--- src/rtl/pt_walker.sv ---
module pt_walker #(
  parameter int AW    = 32,
  parameter int OUT_W = 12,
  parameter int IN_W  = 10,
  parameter int OFF_W = 10
) (
  input  logic                clk,
  input  logic                rst_n,
  input  logic                walk_req,
  input  logic [AW-1:0]       walk_vaddr,
  input  logic [AW-1:0]       table_base,
  output logic                walk_ready,
  output logic                mem_req,
  output logic [AW-1:0]       mem_addr,
  input  logic                mem_ack,
  input  logic                mem_rvalid,
  input  logic [AW-1:0]       mem_rdata,
  output logic                fill_valid,
  output logic [AW-OFF_W-1:0] fill_frame,
  output logic                fill_writable,
  output logic [AW-1:0]       fill_paddr,
  output logic                fault_valid,
  output logic                fault_inner
);
  localparam int PN_W   = AW - OFF_W;
  localparam int OUT_LO = IN_W + OFF_W;

  typedef enum logic [2:0] {
    S_IDLE, S_RD_OUT, S_WT_OUT, S_RD_IN, S_WT_IN, S_DONE, S_FAULT
  } walk_st_t;

  walk_st_t      st;
  logic [AW-1:0] va_q, base_q, out_q, in_q;
  logic          lvl_q;

  logic [AW-1:0] out_ofs, in_ofs, in_base;
  assign out_ofs = AW'({va_q[AW-1:OUT_LO], 2'b00});
  assign in_ofs  = AW'({va_q[OUT_LO-1:OFF_W], 2'b00});
  assign in_base = {out_q[AW-1:OFF_W], {OFF_W{1'b0}}};

  assign walk_ready    = (st == S_IDLE);
  assign mem_req       = (st == S_RD_OUT) || (st == S_RD_IN);
  assign mem_addr      = (st == S_RD_IN) ? in_base + in_ofs : base_q + out_ofs;
  assign fill_valid    = (st == S_DONE);
  assign fill_frame    = in_q[AW-1:OFF_W];
  assign fill_writable = out_q[1] & in_q[1];
  assign fill_paddr    = {in_q[AW-1:OFF_W], va_q[OFF_W-1:0]};
  assign fault_valid   = (st == S_FAULT);
  assign fault_inner   = lvl_q;

  always_ff @(posedge clk) begin
    if (!rst_n) begin
      st     <= S_IDLE;
      va_q   <= '0;
      base_q <= '0;
      out_q  <= '0;
      in_q   <= '0;
      lvl_q  <= 1'b0;
    end else begin
      case (st)
        S_IDLE: if (walk_req) begin
          va_q   <= walk_vaddr;
          base_q <= table_base;
          st     <= S_RD_OUT;
        end
        S_RD_OUT: if (mem_ack) st <= S_WT_OUT;
        S_WT_OUT: if (mem_rvalid) begin
          out_q <= mem_rdata;
          if (mem_rdata[0]) st <= S_RD_IN;
          else begin
            lvl_q <= 1'b0;
            st    <= S_FAULT;
          end
        end
        S_RD_IN: if (mem_ack) st <= S_WT_IN;
        S_WT_IN: if (mem_rvalid) begin
          in_q <= mem_rdata;
          if (mem_rdata[0]) st <= S_DONE;
          else begin
            lvl_q <= 1'b1;
            st    <= S_FAULT;
          end
        end
        default: st <= S_IDLE;
      endcase
    end
  end

  a_r4_req_held: assert property (@(posedge clk) disable iff (!rst_n)
    mem_req && !mem_ack |=> mem_req && $stable(mem_addr));
  a_r9_ready_no_req: assert property (@(posedge clk) disable iff (!rst_n)
    walk_ready |-> !mem_req);
  a_r9_start: assert property (@(posedge clk) disable iff (!rst_n)
    walk_ready && walk_req |=> mem_req);
  a_r7_fill_after_data: assert property (@(posedge clk) disable iff (!rst_n)
    fill_valid |-> $past(mem_rvalid) && $past(mem_rdata[0]));
  a_r10_exclusive: assert property (@(posedge clk) disable iff (!rst_n)
    !(fill_valid && fault_valid));
  a_r10_back_idle: assert property (@(posedge clk) disable iff (!rst_n)
    fill_valid || fault_valid |=> walk_ready);
  a_r5_no_inner_read: assert property (@(posedge clk) disable iff (!rst_n)
    fault_valid && !fault_inner |=> !mem_req);
endmodule

--- config.mk ---
export PLATFORM = sky130hd
export DESIGN_NAME = pt_walker
export DESIGN_NICKNAME = d
export VERILOG_FILES = /design/src/rtl/pt_walker.sv
export SDC_FILE = /design/constraint.sdc
export NUM_CORES = 1
export LEC_CHECK = 0
export BUFFER_PORTS_ARGS = -buffer_cell sky130_fd_sc_hd__buf_2
export CORE_ASPECT_RATIO = 1.75
export CORE_MARGIN = 1
export CORE_UTILIZATION = 23
export DETAILED_ROUTE_END_ITERATION = 6
export PLACE_DENSITY = 0.43
export SLEW_MARGIN = 20
export SYNTH_ARGS = -nofsm -noshare
export SYNTH_HDL_FRONTEND = slang
export SYNTH_SLANG_ARGS = --single-unit
--- constraint.sdc ---
create_clock -name clk -period 3.3 [get_ports clk]
set_clock_uncertainty 0.1 [all_clocks]
set_input_delay 0.495 -clock clk [delete_from_list [all_inputs] [get_ports clk]]
set_output_delay 0.495 -clock clk [all_outputs]
set_load 0.01 [all_outputs]
==> results of run 1 <==
[power by group]
part | internal [W] | total (W) | switching (W)
Clock | 0.00117 | 0.00187 | 0.000703
Sequential | 0.00147 | 0.00155 | 0.0000868
Combinational | 0.000305 | 0.000720 | 0.000415
[through the flow]
stage          cells  cell area (um^2)  power (W)
2_1_floorplan    836              6580    0.00200
3_3_place_gp    1303              7470    0.00227
3_5_place_dp    1303              7470    0.00227
4_1_cts         1338              8200    0.00422
5_1_grt         1347              8370    0.00437
6_report        1348              8370    0.00414
[cell families after synthesis]
logic type | Yosys count
muxes | 5
DFF | 114
adders and majority gates | 17
and+or+nand+nor | 356
xor gates and xnor gates | 42
AOI/OAI and AO/OA | 197
buffers and inverters | 105
[cells in the mapped netlist, drive strengths merged, types with 2 or more instances]
library cell,count,area share (%)
xor2,16,2.1
buf,70,7.6
nand3,15,1.3
ha,14,2.7
o31ai,2,0.23
fa,2,0.61
o211ai,3,0.42
nor2,20,1.1
a21o,8,0.93
and2,11,1.1
a31oi,6,0.80
o21ai,19,1.4
inv,3,0.17
nor3,8,0.86
nand4,12,1.1
a21oi,23,1.8
a21boi,112,13
mux2i,4,0.61
a2111oi,3,1.3
xnor2,26,3.5
clkbuf,32,1.8
nand2b,3,0.29
o211a,2,0.42
and3,10,0.95
o21a,3,0.34
a311o,2,0.30
and4,4,0.61
o22ai,2,0.19
nand2,265,15
dfxtp,114,35
o21bai,2,0.29
nor2b,4,0.38
a311oi,2,0.27
[final cells by class]
| class | count | area (um^2) |
|---|---|---|
| clock buffer | 20 | 467 |
| inverter | 3 | 11.3 |
| tap | 373 | 467 |
| multi-input combinational | 617 | 3860 |
| fill | 3087 | 19700 |
| sequential | 114 | 2290 |
| clock inverter | 12 | 131 |
| antenna | 1 | 2.50 |
| timing repair buffer | 208 | 1140 |
[what timing repair did]
action,4_1_cts,5_1_grt
setup endpoints to repair,19,18
buffers inserted,3,9
pin swaps,16,15
resized for setup,24,20
gates cloned,0,0
[layer usage]
metal / track usage (%) / up-vias / share of wire [%]
met3: 4.36 / 25 / 4.7
met5: 0 / - / 0.064
met1: 14.6 / 2704 / 39
li1: - / 3013 / -
met4: 6.26 / 2 / 2.2
met2: 26.8 / 138 / 54
[worst max-delay path: cells and delay by family, from the launching register on]
| family | cells | cell delay, ns |
|---|---|---|
| fa+ha+maj | 2 | 0.52 |
| compound gates | 3 | 0.65 |
| flops | 1 | 0.33 |
| mux | 1 | 0.28 |
| xor+xnor | 1 | 0.13 |
| buf+inv | 1 | 0.20 |
| simple gates | 1 | 0.19 |
[registers in the layout, indices dropped and copies added (netlist names)]
register,flops
out_q,23
base_q,32
fault_inner,1
in_q,23
va_q,32
st,3
[worst max-delay path by stage]
stage / start / endpoint / slack (ns) / cells after the start
2_1_floorplan: va_q[20]$_SDFFE_PN0P_ / mem_addr[16] / 0.45 / 7
3_5_place_dp: va_q[20]$_SDFFE_PN0P_ / mem_addr[28] / 0.15 / 9
5_1_grt: va_q[20]$_SDFFE_PN0P_ / mem_addr[30] / -0.13 / 9
6_report: va_q[20]$_SDFFE_PN0P_ / mem_addr[30] / -0.05 / 9
4_1_cts: base_q[2]$_SDFFE_PN0P_ / mem_addr[30] / -0.08 / 9
3_3_place_gp: va_q[20]$_SDFFE_PN0P_ / mem_addr[16] / 0.11 / 8
==> run metrics, run 1 <==
most frequent cells in the layout nand2_1 (262), buf_2 (183), dfxtp_1 (107); leak pwr 3.45 nW; nets 1,078; Max H-tree Level 4; FF-to-FF End base_q[2]$_SDFFE_PN0P_; mux cell area share after synthesis 0.779%; CTS tree built; Avg WL per Cell 15.1 um; first-pass GRT wire length 31.5 mm; hold buffers post-CTS 0; synthesized flop and latch total 114; Setup violations, final 3; synthesized area 6580 um^2; Synth Instances 836; Final WS setup -0.0519 ns; drt first pass iters 4; Hold Vio Cnt, Final 0; Clock Sinks 114; routed wire length 20.3 mm; crit path time final 3.35 ns; Clock transition at path regs 0.06 ns; vias per cell 4.36; Critical Path RT 2.70 ns; CTS Buffer Depth 2; Post-route DRC 0; post-synthesis xor/xnor area fraction 5.59%; slack of the worst reg-to-reg path 0.99 ns; Vias 5,882; worst-path maximum fanout 8; HP Class in -> reg; reg2reg start st[2]$_SDFFE_PN0P_; largest net degree at the start of global routing 115; Post-synth EDFFs 0; Routed Antenna Nets 0; Synth async-reset ratio 0%; Hold Path Sink va_q[3]$_SDFFE_PN0P_; worst vdd ir 0.379 mV; post-synthesis sequential area ratio 34.7%; worst-skew pair later-pin latency 0.43 ns; root buffer cell clkbuf_16; worst path cell trace ha_4, fa_2, a21o_4, a311o_1, nand3_4, a2111oi_4, xnor2_1, mux2i_1, buf_2; RSZ-0062 raised after global routing yes; global route overflow 0; Avg Inst Size Synth 7.88 um^2; Core Region 28,100 um^2; Least-Margin Pin Slew 0.761 ns; failing checks setup timing; total track usage 14.5%; Worst slew margin 49.2%; critical path class reg -> out; hold path start walk_vaddr[3]; max-cap viol count 0; cts bufs inserted 17; num rows 81; die height 226 um; IO Port Bufs 184; Util after Layout 29.8%; Slew Limit Fails 0; # IOs 193; share of layout cells above drive strength 1 30.2%; Iteration-0 DRC Markers 124; Initial Util 23.5%; Setup crit start kind register; Fin Setup TNS -0.0646 ns; CP max-delay cell fa_2; crit path DAT 2.76 ns; Primary FF master, synth dfxtp_1; Layout area overhead 27.2%; syn nets 953; Simple-Gate Fraction of Synth Area 23.3%; commonest non-fill, non-tap cell in the layout nand2_1; Compound-Gate Fraction of Synth Area 22.7%; DP HPWL 14.9 mm; worst slack at placement 0.154 ns; fraction of the mapped netlist area in adder cells 3.42%; hold_ws 0.192 ns; Yosys warning total 0; status complete, but fails checks; main combinational cell family by area after synthesis simple AND/OR/NAND/NOR gates; hold depth 3; fin crit share 102%; number of global-route vias before repair 5,851; antenna violations before repair 2; nature of the critical path endpoint output port; fmax 298 MHz; Cell variety after synth 62; Reg2Reg Depth 5; gpl congestion 0.803; pwr dens 495 nW/um^2; Die W 130 um; Largest stage delay, worst path 0.36 ns; die outline area 29,300 um^2
Note: power is estimated with default switching activity, not from simulation.
==> run 2, diff against run 1 <==
Settings changed: GPL_TIMING_DRIVEN from default to 1, REMOVE_ABC_BUFFERS from default to 1.
==> run 2 against run 1 <==
Compared with the run above: the run now ends clean; power up 2.3%; cell area up 0.51%; maximum frequency up 2.2%; final cell count about the same; first-iteration DRC count up 19%; via count down 0.39%; routed wire length up 0.87%; sequential cell count unchanged; hold slack worse by 0.0015 ns; global-route usage up 0.16 points.
==> run metrics, run 2 (synthesis gave the netlist of run 1 again) <==
status complete, no violations; hold depth 3; wire length on met3 804 um; HP Class in -> reg; Setup violations, final 0; crit path time final 3.28 ns; reg2reg start st[2]$_SDFFE_PN0P_; global route overflow 0; Crit path max-delay family compound AO/OA/AOI/OAI gates; num rows 81; hold buffers post-CTS 0; worst-path maximum fanout 3; antenna violations before repair 2; Reg2Reg Depth 5; die outline area 29,300 um^2; nature of the critical path endpoint output port; worst-skew pair later-pin latency 0.43 ns; root buffer cell clkbuf_16; hold path start walk_vaddr[1]; Clock Sinks 114; Cell Count, Final, Fillers Out 1,349; Vias 5,859; Buffers & Inverters on Critical Path 1; Post-route DRC 0; vias per cell 4.34; FF+latch area 2290 um^2; Initial Util 23.5%; worst path cell trace ha_4, fa_2, a21o_4, a311o_1, a21o_1, a311o_1, o22ai_2, buf_2; Util after Layout 30.0%; Slew Limit Fails 0; critical path class reg -> out; number of global-route vias before repair 5,904; Met1 Wirelength 7.86 mm; first-pass GRT wire length 32.0 mm; cts bufs inserted 17; pwr dens 504 nW/um^2; RSZ-0062 raised after global routing yes; Die W 130 um; die height 226 um; leak pwr 3.47 nW; CTS Buffer Depth 2; CTS tree built; most used cell, CP a311o_1; nets 1,079; fin crit share 99.4%; met2 wire len 11.4 mm; Avg WL per Cell 15.2 um; # IOs 193; top routing layer in use met5; DP HPWL 15.5 mm; total track usage 14.6%; slack of the worst reg-to-reg path 1.25 ns; Placed Cells 1,307; FF-to-FF End va_q[30]$_SDFFE_PN0P_; gpl congestion 0.782; Least-Margin Pin Slew 0.579 ns; share of layout cells above drive strength 1 30.2%; routed wire length 20.5 mm; Layout area overhead 27.8%; Setup crit start kind register; Fill cells 3,155; max-cap viol count 0; crit path DAT 2.68 ns; Hold Path Sink va_q[1]$_SDFFE_PN0P_; biggest registers after layout base_q: 32 flops, va_q: 32 flops; Hold Vio Cnt, Final 0; Multi-input gate area 3870 um^2; IO Port Bufs 184; largest net degree at the start of global routing 59; Core Region 28,100 um^2; Largest stage delay, worst path 0.37 ns; Iteration-0 DRC Markers 147; worst vdd ir 0.373 mV; fmax 305 MHz; CP max-delay cell fa_2; Clock transition at path regs 0.06 ns; Critical Path RT 2.70 ns; commonest non-fill, non-tap cell in the layout nand2_1; drt first pass iters 4; Routed Antenna Nets 0; Max H-tree Level 4; Worst slew margin 61.4%; Pwr Total 0.00424 W; most frequent cells in the layout nand2_1 (263), buf_2 (183), dfxtp_1 (110)
run 2: power by group:
part,switching (W),internal (W)
Sequential,0.0000819,0.00147
Clock,0.000696,0.00126
Combinational,0.000421,0.000313
run 2: metrics by stage:
step           worst slack, ns  cell area [um^2]  hold slack (ns)  TNS [ns]
2_1_floorplan            0.449              5960            0.339         0
3_3_place_gp             0.107              7520            0.341         0
3_5_place_dp             0.101              7520            0.348         0
4_1_cts                -0.0439              8290            0.170   -0.0612
5_1_grt                -0.0779              8420            0.178    -0.329
6_report                0.0207              8420            0.190         0
run 2: layer usage:
| layer | vias to the layer above | GRT usage, % |
|---|---|---|
| met5 | - | 0 |
| met2 | 110 | 27.7 |
| li1 | 3010 | - |
| met1 | 2715 | 14.8 |
| met3 | 22 | 3.51 |
| met4 | 2 | 6.41 |
run 2: repair_timing:
item / CTS / global route
pin swaps: 16 / 17
setup buffers: 5 / 4
setup endpoints to repair: 19 / 18
resized for setup: 24 / 16
run 2: area by class of cell:
class | instances | area share (%)
multi-input cells | 617 | 46.0
repair buffers | 209 | 13.8
clock buffers | 23 | 5.80
well taps | 373 | 5.54
inverters | 3 | 0.134
clock inverters | 9 | 1.52
flip-flops and latches | 114 | 27.2
diodes | 1 | 0.0297
run 2: how the worst max path moves through the flow:
stage	from	to	slack, ns	depth (start not counted)
5_1_grt	base_q[2]$_SDFFE_PN0P_	mem_addr[12]	-0.08	9
3_5_place_dp	va_q[20]$_SDFFE_PN0P_	mem_addr[16]	0.10	8
2_1_floorplan	va_q[20]$_SDFFE_PN0P_	mem_addr[16]	0.45	7
4_1_cts	base_q[2]$_SDFFE_PN0P_	mem_addr[12]	-0.04	9
6_report	base_q[2]$_SDFFE_PN0P_	mem_addr[16]	0.02	8
3_3_place_gp	va_q[20]$_SDFFE_PN0P_	mem_addr[16]	0.11	8
run 2: worst register-to-register path: cells and delay by family (launching register included):
kind                   cells  cell delay, ns
and+or+nand+nor            3            0.95
DFF                        1            0.43
buffers and inverters      1            0.34
AOI/OAI and AO/OA          1            0.15
